===== src/rtl/ecc_cap_pkg.sv =====
package ecc_cap_pkg;
    localparam int LOG_W = 19;
    localparam int SYN_W = 8;
    localparam int CHK_W = 8;
    localparam int SYN_LSB = 4;
    localparam int ADR_LSB = SYN_LSB + SYN_W;
    localparam int SCRB_BIT = ADR_LSB + LOG_W;
    localparam int REG_W = SCRB_BIT + 1;

    typedef struct packed {
        logic             scrub_off;
        logic             berr_en;
        logic             nmi_en;
        logic             force_zero;
    } cfg_t;

    typedef struct packed {
        logic             sbe;
        logic             mbe;
        logic [LOG_W-1:0] addr;
        logic [SYN_W-1:0] syn;
    } rec_t;
endpackage


===== src/rtl/ecc_cap_cfg.sv =====
module ecc_cap_cfg
    import ecc_cap_pkg::*;
(
    input  logic clk,
    input  logic rst_n,
    input  logic wr_status,
    input  logic wr_test,
    input  logic wd_scrub,
    input  logic wd_berr,
    input  logic wd_nmi,
    input  logic wd_force,
    output cfg_t cfg_q
);
    cfg_t cfg_d;

    always_comb begin
        cfg_d = cfg_q;
        if (wr_status) begin
            cfg_d.scrub_off = wd_scrub;
            cfg_d.berr_en   = wd_berr;
            cfg_d.nmi_en    = wd_nmi;
        end
        if (wr_test) begin
            cfg_d.force_zero = wd_force;
        end
    end

    always_ff @(posedge clk or negedge rst_n) begin
        if (!rst_n) cfg_q <= '0;
        else        cfg_q <= cfg_d;
    end

    p_rw_bits_r8: assert property (@(posedge clk) disable iff (!rst_n)
        wr_status |=> (cfg_q.scrub_off == $past(wd_scrub)) &&
                      (cfg_q.berr_en == $past(wd_berr)) &&
                      (cfg_q.nmi_en == $past(wd_nmi)));

    p_test_hold_r11: assert property (@(posedge clk) disable iff (!rst_n)
        !wr_test |=> $stable(cfg_q.force_zero));
endmodule


===== src/rtl/ecc_cap_log.sv =====
module ecc_cap_log
    import ecc_cap_pkg::*;
(
    input  logic             clk,
    input  logic             rst_n,
    input  logic             ce_stb,
    input  logic             ue_stb,
    input  logic [LOG_W-1:0] err_addr_hi,
    input  logic [SYN_W-1:0] err_syn,
    input  logic             clr_both,
    output rec_t             rec_q
);
    rec_t rec_d;
    logic locked;
    logic armed;

    always_comb begin
        locked = rec_q.sbe | rec_q.mbe;
        armed  = !locked || clr_both;
        rec_d  = rec_q;
        if (clr_both) begin
            rec_d.sbe = 1'b0;
            rec_d.mbe = 1'b0;
        end
        if (armed && (ce_stb || ue_stb)) begin
            rec_d.mbe  = ue_stb;
            rec_d.sbe  = !ue_stb;
            rec_d.addr = err_addr_hi;
            rec_d.syn  = err_syn;
        end
    end

    always_ff @(posedge clk or negedge rst_n) begin
        if (!rst_n) rec_q <= '0;
        else        rec_q <= rec_d;
    end

    p_freeze_r5: assert property (@(posedge clk) disable iff (!rst_n)
        (rec_q.sbe || rec_q.mbe) && !clr_both |=> $stable(rec_q));

    p_ue_wins_r4: assert property (@(posedge clk) disable iff (!rst_n)
        (!(rec_q.sbe || rec_q.mbe) || clr_both) && ue_stb |=> rec_q.mbe && !rec_q.sbe);

    p_ce_capture_r2: assert property (@(posedge clk) disable iff (!rst_n)
        (!(rec_q.sbe || rec_q.mbe) || clr_both) && ce_stb && !ue_stb
            |=> rec_q.sbe && !rec_q.mbe && (rec_q.syn == $past(err_syn)));

    p_clear_r6: assert property (@(posedge clk) disable iff (!rst_n)
        clr_both && !ce_stb && !ue_stb |=> !rec_q.sbe && !rec_q.mbe);
endmodule


===== src/rtl/ecc_cap_out.sv =====
module ecc_cap_out
    import ecc_cap_pkg::*;
(
    input  cfg_t             cfg,
    input  rec_t             rec,
    input  logic [CHK_W-1:0] chk_in,
    output logic             nmi_req,
    output logic             berr_req,
    output logic             scrub_en,
    output logic [CHK_W-1:0] chk_out
);
    always_comb begin
        nmi_req  = rec.sbe & cfg.nmi_en;
        berr_req = rec.mbe & cfg.berr_en;
        scrub_en = !cfg.scrub_off;
        chk_out  = cfg.force_zero ? '0 : chk_in;
    end
endmodule


===== src/rtl/ecc_err_capture.sv =====
module ecc_err_capture
    import ecc_cap_pkg::*;
(
    input  logic                   clk,
    input  logic                   rst_n,
    input  logic                   ce_stb,
    input  logic                   ue_stb,
    input  logic [LOG_W-1:0]       err_addr_hi,
    input  logic [SYN_W-1:0]       err_syn,
    input  logic                   reg_wr,
    input  logic                   reg_addr,
    input  logic [REG_W-1:0]       reg_wdata,
    output logic [REG_W-1:0]       reg_rdata,
    output logic                   nmi_req,
    output logic                   berr_req,
    output logic                   scrub_en,
    input  logic [CHK_W-1:0]       chk_in,
    output logic [CHK_W-1:0]       chk_out
);
    cfg_t cfg_q;
    rec_t rec_q;
    logic wr_status;
    logic wr_test;
    logic clr_both;

    always_comb begin
        wr_status = reg_wr && !reg_addr;
        wr_test   = reg_wr && reg_addr;
        clr_both  = wr_status && (reg_wdata[1:0] == 2'b11);
    end

    ecc_cap_cfg u_cfg (
        .clk       (clk),
        .rst_n     (rst_n),
        .wr_status (wr_status),
        .wr_test   (wr_test),
        .wd_scrub  (reg_wdata[SCRB_BIT]),
        .wd_berr   (reg_wdata[3]),
        .wd_nmi    (reg_wdata[2]),
        .wd_force  (reg_wdata[0]),
        .cfg_q     (cfg_q)
    );

    ecc_cap_log u_log (
        .clk         (clk),
        .rst_n       (rst_n),
        .ce_stb      (ce_stb),
        .ue_stb      (ue_stb),
        .err_addr_hi (err_addr_hi),
        .err_syn     (err_syn),
        .clr_both    (clr_both),
        .rec_q       (rec_q)
    );

    ecc_cap_out u_out (
        .cfg      (cfg_q),
        .rec      (rec_q),
        .chk_in   (chk_in),
        .nmi_req  (nmi_req),
        .berr_req (berr_req),
        .scrub_en (scrub_en),
        .chk_out  (chk_out)
    );

    always_comb begin
        if (reg_addr) begin
            reg_rdata    = '0;
            reg_rdata[0] = cfg_q.force_zero;
        end else begin
            reg_rdata = {cfg_q.scrub_off, rec_q.addr, rec_q.syn,
                         cfg_q.berr_en, cfg_q.nmi_en, rec_q.mbe, rec_q.sbe};
        end
    end

    p_irq_excl_r9: assert property (@(posedge clk) disable iff (!rst_n)
        !(nmi_req && berr_req));

    p_ro_fields_r8: assert property (@(posedge clk) disable iff (!rst_n)
        wr_status && !ce_stb && !ue_stb |=> $stable(rec_q.addr) && $stable(rec_q.syn));
endmodule


===== config.mk =====
export PLATFORM = sky130hd
export DESIGN_NAME = ecc_err_capture
export DESIGN_NICKNAME = d
export VERILOG_FILES = /design/src/rtl/ecc_cap_pkg.sv /design/src/rtl/ecc_cap_cfg.sv /design/src/rtl/ecc_cap_log.sv /design/src/rtl/ecc_cap_out.sv /design/src/rtl/ecc_err_capture.sv
export SDC_FILE = /design/constraint.sdc
export NUM_CORES = 1
export LEC_CHECK = 0
export BUFFER_PORTS_ARGS = -buffer_cell sky130_fd_sc_hd__buf_2
export CAP_MARGIN = 0
export CELL_PAD_IN_SITES_DETAIL_PLACEMENT = 2
export CELL_PAD_IN_SITES_GLOBAL_PLACEMENT = 2
export CORE_ASPECT_RATIO = 0.8
export CORE_MARGIN = 8
export CORE_UTILIZATION = 24
export CTS_CLUSTER_SIZE = 40
export DETAILED_ROUTE_END_ITERATION = 8
export PLACE_DENSITY_LB_ADDON = 0.3
export SYNTH_ARGS = -nofsm -noshare
export SYNTH_HDL_FRONTEND = slang
export SYNTH_SLANG_ARGS = --single-unit
export TNS_END_PERCENT = 20

===== constraint.sdc =====
create_clock -name clk -period 4 [get_ports clk]
set_input_delay 0.8 -clock clk [delete_from_list [all_inputs] [get_ports clk]]
set_output_delay 0.8 -clock clk [all_outputs]
set_load 0.005 [all_outputs]

==> results of run 1 <==
-- Yosys cell counts, types with 2 or more instances --
| cell type | n |
|---|---|
| nor2_1 | 2 |
| nor2b_1 | 39 |
| buf_6 | 2 |
| dfrtp_1 | 33 |
| nand2_1 | 3 |
| inv_1 | 2 |
| clkbuf_1 | 3 |
| and2_1 | 2 |
| mux2_2 | 31 |
-- state kept, by name (all words and copies together), names as in the netlist --
name and count:
u_log.rec_q 29, u_cfg.cfg_q 4
-- area by class of cell --
type	instances	share of cell area, %
Clock buffer	7	3.97
Inverter	2	0.345
Multi-Input combinational cell	84	32.2
Sequential cell	33	38.0
Tap cell	84	4.84
Timing Repair Buffer	89	20.6
-- where the power goes --
| group | internal (mW) | switching [mW] |
|---|---|---|
| Sequential | 0.483 | 0.0705 |
| Combinational | 0.257 | 0.147 |
| Clock | 0.136 | 0.114 |
-- metal layers --
| metal | wire length, um | part of all wire [%] | up-vias | global-route usage (%) |
|---|---|---|---|---|
| met1 | 2090 | 45 | 628 | 11.9 |
| met3 | 424 | 9.1 | 3 | 5.24 |
| met5 | 0 | 0 | - | 0 |
| met2 | 2140 | 46 | 47 | 15.7 |
| li1 | - | - | 590 | - |
| met4 | 19 | 0.41 | 0 | 2.29 |
-- cells by family after synthesis --
| logic type | synth area share (%) |
|---|---|
| multiplexers | 22.3 |
| AND/OR/NAND/NOR | 19.6 |
| flip-flops | 52.7 |
| AO/OA/AOI/OAI | 2.79 |
| buffers and inverters | 2.63 |
-- critical path, cell delays in order --
cell	delay, ns
buf_2	0.53
mux2_2	0.40
buf_2	0.13
-- worst paths after layout --
kind	startpoint	endpoint	cells after the start
min reg2reg	u_log.rec_q[24]	u_log.rec_q[24]	1
max reg2reg	u_log.rec_q[28]	u_log.rec_q[0]	4
min	u_log.rec_q[24]	u_log.rec_q[24]	1
max in group asynchronous	rst_n	u_log.rec_q[17]	1
min in group asynchronous	rst_n	u_cfg.cfg_q[1]	1
max	reg_addr	reg_rdata[0]	3
==> results.json, run 1 <==
{
  "synth_edf_count": 0,
  "die_y_um": 88.3,
  "drc": 0,
  "synth.avg_cell_area_um2": 12.6,
  "final_cell_area_um2": 2170,
  "hpwl_um": 3720,
  "post-cts-setup-buffers": 0,
  "die_area_um2": 9390,
  "worstMarginPinSlew_ns": 0.754,
  "yosysTopAreaCell": "dfrtp_1",
  "arrival_ns": 1.87,
  "rrSetupSlack_ns": 2.05,
  "fmax_ghz": 0.375,
  "outcome": "complete, no violations",
  "seq_area_frac_synth_pct": 52.7,
  "setup_violations": 0,
  "final_cells": 299,
  "rsz0062_at_grt": "no",
  "ios": 116,
  "final_common_cell": "buf_2",
  "antenna_found_initial": 0,
  "initial_core_util_pct": 24.7,
  "relSlewSlack_pct": 49.8,
  "worstSetupPathType": "in2out",
  "insertion_delay_ns": 0.28,
  "gr-total-overflow": 0,
  "cp-start-kind": "input port",
  "drt_iter0_drc": 17,
  "dpl_cell_area_um2": 2090,
  "syn_nets": 197,
  "synth_flop_cell": "dfrtp_1",
  "detail-route-antenna-nets": 0,
  "placed_cells": 292,
  "grt_pass1_wl_um": 7420,
  "ff_latch_area_um2": 826,
  "grt_pass1_vias": 1419,
  "routed_wl_um": 4670,
  "cts_max_level": 2,
  "min_period_ns": 2.67,
  "setup_tns_ns": 0,
  "cts_tree": "done",
  "finalWorstSetupSlack_ns": 1.33,
  "grt_max_degree": 36,
  "hold_ws_ns": 0.498,
  "synth.area.top_cells": "dfrtp_1 53%, mux2_2 22%, nor2b_1 16%",
  "syn-cell-area_um2": 1570,
  "num_rows": 26,
  "cts_resized": 0,
  "gp_congestion": 0.657,
  "mostFrequentLayoutCells": "88 x buf_2, 39 x nor2b_1, 33 x dfrtp_1",
  "ctsLongestPathBuffers": 2,
  "clock_sinks": 33,
  "path_clk_slew_ns": 0.06,
  "hp-class": "reg2reg",
  "drv_cap": 0,
  "clockRootBuffer": "clkbuf_8",
  "core-area_um2": 6340,
  "power_density_nw_per_um2": 556,
  "ctsHoldBuffers": 0,
  "dr_total_vias": 1268,
  "antenna_cells": 0,
  "finalMaxSlewViolations": 0,
  "ys_ff_latch": 33,
  "fin_skew_ns": 0.00399,
  "synth_cell_types": 16,
  "ir_worst_vdd_mv": 0.225,
  "async_flop_share_pct": 100,
  "ys_warn_count": 0,
  "p_total_mw": 1.21,
  "fp.dieW_um": 106,
  "via_per_inst": 4.24,
  "layout-drive-gt1-share_pct": 60.0,
  "nNetsFinal": 288,
  "synth_cells": 124,
  "finalHoldViolCount": 0,
  "dpl_worst_slack_ns": 1.23,
  "numPortBuffers": 88,
  "critPathMaxFanout": 35,
  "nFillCells": 736,
  "post_drt_wl_per_cell_um": 15.6,
  "area_delta_synth_final_pct": 38.6,
  "drt_pre_antenna_iters": 2,
  "worst_ep_required_time_ns": 3.20,
  "grtUsageTotal_pct": 10.0,
  "setup.worst_path.end_class": "output pin",
  "synth_top_cell_area_share_pct": 52.7,
  "cts_made_buffers": 5,
  "utilization_pct": 34.3,
  "multi_input_area_um2": 701,
  "min_period_over_period_pct": 66.7,
  "p_leak_nw": 1.07
}
No activity file was read; power rests on OpenSTA's default activity.
==> inputs of run 2 (changes only) <==
--- a/config.mk
+++ b/config.mk
@@ -11,7 +11,7 @@
 export CELL_PAD_IN_SITES_GLOBAL_PLACEMENT = 2
 export CORE_ASPECT_RATIO = 0.8
 export CORE_MARGIN = 8
-export CORE_UTILIZATION = 24
+export CORE_UTILIZATION = 22
 export CTS_CLUSTER_SIZE = 40
 export DETAILED_ROUTE_END_ITERATION = 8
 export PLACE_DENSITY_LB_ADDON = 0.3
==> constraint.sdc (replaced) <==
create_clock -name clk -period 2.6 [get_ports clk]
set_input_delay 0.52 -clock clk [delete_from_list [all_inputs] [get_ports clk]]
set_output_delay 0.52 -clock clk [all_outputs]
set_load 0.005 [all_outputs]
==> results.json, run 2 (synthesized netlist as in run 1, its figures left out) <==
{
  "outcome": "complete, no violations",
  "cts_max_level": 2,
  "worstPathCellList": "buf_2 -> buf_4 -> nor2b_1 -> buf_2",
  "finalMaxSlewViolations": 0,
  "drt_pre_antenna_iters": 3,
  "rrSetupSlack_ns": 1.01,
  "finalHoldViolCount": 0,
  "power_density_nw_per_um2": 860,
  "routed_wl_um": 4780,
  "min_period_over_period_pct": 71.4,
  "relSlewSlack_pct": 48.5,
  "antenna_cells": 0,
  "layout-drive-gt1-share_pct": 61.0,
  "grt_pass1_vias": 1410,
  "clock_sinks": 33,
  "ir_worst_vdd_mv": 0.318,
  "reg2reg_from": "u_log.rec_q[28]",
  "fmax_ghz": 0.539,
  "post_drt_wl_per_cell_um": 15.7,
  "numPortBuffers": 88,
  "worstSetupPathType": "in2out",
  "cts_resized": 0,
  "hold_ws_ns": 0.324,
  "post-cts-setup-buffers": 0,
  "cp-start-kind": "input port",
  "largestRegisters": "u_log.rec_q (29), u_cfg.cfg_q (4)",
  "setup_violations": 0,
  "fp.dieW_um": 110,
  "rr_worst_depth": 4,
  "setup_tns_ns": 0,
  "die_y_um": 91.5,
  "num_rows": 27,
  "insertion_delay_ns": 0.28,
  "grt_max_degree": 34,
  "mostFrequentLayoutCells": "88 x buf_2, 39 x nor2b_1, 33 x dfrtp_1",
  "grtUsageMet2_pct": 15.3,
  "arrival_ns": 1.34,
  "die_area_um2": 10100,
  "drc": 0,
  "drt_iter0_drc": 23,
  "core-area_um2": 6890,
  "hp-class": "in2async",
  "largest_reg_flops": 29,
  "gp_congestion": 0.686,
  "min_period_ns": 1.86,
  "critPathMaxFanout": 18,
  "grtUsageTotal_pct": 9.54,
  "worstMarginPinSlew_ns": 0.773,
  "grt_pass1_wl_um": 7560,
  "critPathMostFrequentCell": "buf_2",
  "crit_slowest_cell": "buf_2",
  "grt_use_met3_pct": 4.73,
  "initial_core_util_pct": 22.7,
  "clockRootBuffer": "clkbuf_8",
  "via_per_inst": 4.09,
  "cts_made_buffers": 5,
  "antenna_found_initial": 0,
  "hpwl_um": 3850,
  "timing.rr.end": "u_log.rec_q[1]",
  "drv_cap": 0,
  "cpPeakStageDelay_ns": 0.30,
  "area_delta_synth_final_pct": 40.8,
  "path_clk_slew_ns": 0.07,
  "gr-total-overflow": 0,
  "ctsLongestPathBuffers": 2,
  "met1_usage_pct": 11.4,
  "ctsHoldBuffers": 0,
  "dr_total_vias": 1248,
  "p_leak_nw": 1.09,
  "ios": 116,
  "fin_skew_ns": 0.00678,
  "regMostFlops": "u_log.rec_q",
  "grt-busiest-layer": "met2",
  "rsz0062_at_grt": "no",
  "detail-route-antenna-nets": 0,
  "worst_ep_required_time_ns": 2.08,
  "final_common_cell": "buf_2",
  "setup.worst_path.end_class": "output pin",
  "cts_tree": "done",
  "nNetsFinal": 290
}
-- run 2: power by group --
| part | internal, mW | switching [mW] | leakage, nW | total (mW) |
|---|---|---|---|---|
| clock network | 0.239 | 0.182 | 0.0542 | 0.422 |
| registers | 0.743 | 0.107 | 0.385 | 0.850 |
| logic | 0.400 | 0.227 | 0.653 | 0.627 |
| total | 1.38 | 0.517 | 1.09 | 1.90 |
-- run 2: metal layers --
metal	vias to the layer above	wire length, um
met5	-	0
met4	0	0
met3	0	512
met2	44	2300
met1	610	1970
li1	594	-
-- run 2: cell type report --
type	count	area, um^2
Clock buffer	7	96.3
Inverter	2	7.51
Clock inverter	1	5.00
Multi-Input combinational cell	84	701
Timing Repair Buffer	91	463
Fill cell	777	4680
Sequential cell	33	826
Tap cell	87	109
-- run 2: how the worst max path moves through the flow --
| stage | end | depth (start not counted) | slack [ns] | from |
|---|---|---|---|---|
| after floorplan | u_log.rec_q[0] | 4 | 0.99 | reg_addr |
| after global placement | reg_rdata[25] | 4 | 0.68 | reg_addr |
| after detailed placement | u_log.rec_q[1] | 5 | 0.66 | reg_addr |
| after CTS | reg_rdata[13] | 4 | 0.68 | reg_addr |
| after global routing | reg_rdata[13] | 4 | 0.63 | reg_addr |
| final | reg_rdata[13] | 4 | 0.74 | reg_addr |
-- run 2: worst max-delay path, delay by kind of cell --
kind                   cells  cell delay [ns]
AND/OR/NAND/NOR            1             0.07
buffers and inverters      3             0.73
-- run 2: through the flow --
step	setup WS [ns]	util, %	power, mW	cells	instance area [um^2]
after floorplan	0.992	-	1.23	124	1570
after global placement	0.684	30.6	1.48	297	2110
after detailed placement	0.661	30.6	1.52	297	2110
after CTS	0.677	32.0	1.96	305	2210
after global routing	0.625	32.0	2.06	305	2210
final	0.743	32.0	1.90	305	2210
==> inputs of run 3 (changes only) <==
==> constraint.sdc (replaced) <==
create_clock -name clk -period 1.9 [get_ports clk]
set_input_delay 0.38 -clock clk [delete_from_list [all_inputs] [get_ports clk]]
set_output_delay 0.38 -clock clk [all_outputs]
set_load 0.005 [all_outputs]
==> results.json, run 3 (synthesized netlist as in run 1, its figures left out) <==
{
  "cp_num_buf_inv": 1,
  "ctsLongestPathBuffers": 2,
  "die_y_um": 91.5,
  "gp_congestion": 0.686,
  "fmax_ghz": 0.621,
  "regMostFlops": "u_log.rec_q",
  "ios": 116,
  "path_clk_slew_ns": 0.07,
  "worstSetupPathType": "reg2reg",
  "largest_reg_flops": 29,
  "rsz0062_at_grt": "no",
  "drt_pre_antenna_iters": 2,
  "numPortBuffers": 88,
  "nFillCells": 775,
  "setup_tns_ns": 0,
  "gr-total-overflow": 0,
  "mostFrequentLayoutCells": "88 x buf_2, 39 x nor2b_1, 33 x dfrtp_1",
  "hpwl_um": 3830,
  "grt_pass1_wl_um": 7500,
  "cts_resized": 0,
  "cts_made_buffers": 5,
  "utilization_pct": 32.4,
  "setup_violations": 0,
  "worstPathCellList": "or2_4 -> a21oi_4 -> buf_4 -> mux2_2",
  "arrival_ns": 1.77,
  "core-area_um2": 6890,
  "dpl_cell_area_um2": 2130,
  "clock_sinks": 33,
  "die_area_um2": 10100,
  "min_period_ns": 1.61,
  "dpl_worst_slack_ns": 0.245,
  "ir_worst_vdd_mv": 0.399,
  "dr_total_vias": 1282,
  "drt_iter0_drc": 25,
  "grt_max_degree": 34,
  "ctsHoldBuffers": 0,
  "min_period_over_period_pct": 84.7,
  "cp_top_family": "flip-flops",
  "worstMarginPinSlew_ns": 0.443,
  "p_total_mw": 2.60,
  "num_rows": 27,
  "post-cts-setup-buffers": 0,
  "cpPeakStageDelay_ns": 0.43,
  "final_common_cell": "buf_2",
  "grtUsageTotal_pct": 9.38,
  "crit_slowest_cell": "dfrtp_1",
  "finalWorstSetupSlack_ns": 0.291,
  "finalMaxSlewViolations": 0,
  "cts_max_level": 2,
  "layout-drive-gt1-share_pct": 61.5,
  "nNetsFinal": 293,
  "routed_wl_um": 4700,
  "worst_ep_required_time_ns": 2.06,
  "drc": 0,
  "cp-start-kind": "flop",
  "antenna_cells": 0,
  "clockRootBuffer": "clkbuf_8",
  "area_delta_synth_final_pct": 42.2,
  "fp.dieW_um": 110,
  "grt_pass1_vias": 1469,
  "outcome": "complete, no violations",
  "cts_tree": "done",
  "detail-route-antenna-nets": 0,
  "insertion_delay_ns": 0.28,
  "power_density_nw_per_um2": 1170,
  "p_leak_nw": 1.11,
  "final_cell_area_um2": 2230,
  "post_drt_wl_per_cell_um": 15.3,
  "hp-class": "in2async",
  "finalHoldViolCount": 0,
  "via_per_inst": 4.16,
  "largestRegisters": "u_log.rec_q (29), u_cfg.cfg_q (4)",
  "drv_cap": 0,
  "critPathMaxFanout": 13,
  "relSlewSlack_pct": 70.4,
  "initial_core_util_pct": 22.7,
  "fin_skew_ns": 0.00305,
  "setup.worst_path.end_class": "flop",
  "antenna_found_initial": 0
}
-- run 3: changes by cell type in the layout (fill, tap and decap cells not counted), sizes merged --
cell	previous run	this run
buf	91	94
-- run 3: per-layer routing --
layer / GRT usage, % / vias up / wire, um
li1: - / 600 / -
met1: 11.0 / 637 / 1880
met2: 15.3 / 45 / 2310
met3: 4.73 / 0 / 518
met4: 1.33 / 0 / 0
met5: 0 / - / 0
-- run 3: area by class of cell --
class                           instances  area (um^2)  share of cell area [%]
Timing Repair Buffer                   94          485                    21.8
Clock buffer                            7         96.3                    4.32
Inverter                                2         7.51                   0.337
Tap cell                               87          109                    4.88
Multi-Input combinational cell         84          701                    31.4
Clock inverter                          1         5.00                   0.224
Sequential cell                        33          826                    37.0
-- run 3: metrics by stage --
stage	cells	hold slack [ns]
global route	308	0.170
CTS	308	0.136
detailed placement	300	0.449
finish	308	0.127
floorplan	124	0.0844
global placement	300	0.452
-- run 3: worst paths after layout --
check | from | slack [ns] | endpoint | cells after the start
max | u_log.rec_q[28] | 0.29 | u_log.rec_q[25] | 4
min | rst_n | 0.13 | u_cfg.cfg_q[1] | 2
max reg2reg | u_log.rec_q[28] | 0.29 | u_log.rec_q[25] | 4
min reg2reg | u_log.rec_q[10] | 0.50 | u_log.rec_q[10] | 1
max in group asynchronous | rst_n | 1.46 | u_log.rec_q[4] | 2
min in group clk | reg_wdata[31] | 0.31 | u_cfg.cfg_q[3] | 3
-- run 3: worst register-to-register path: cells and delay by family, from the launching register on --
kind | cells | cell delay [ns]
AO/OA/AOI/OAI | 1 | 0.16
buffers and inverters | 1 | 0.24
multiplexers | 1 | 0.37
AND/OR/NAND/NOR | 1 | 0.29
flip-flops | 1 | 0.43
-- run 3: report_power, final --
group | total, mW | leakage, nW | switching (mW) | internal [mW]
clock | 0.579 | 0.0542 | 0.251 | 0.327
combinational | 0.860 | 0.668 | 0.308 | 0.552
sequential | 1.16 | 0.385 | 0.144 | 1.02
total | 2.60 | 1.11 | 0.703 | 1.90
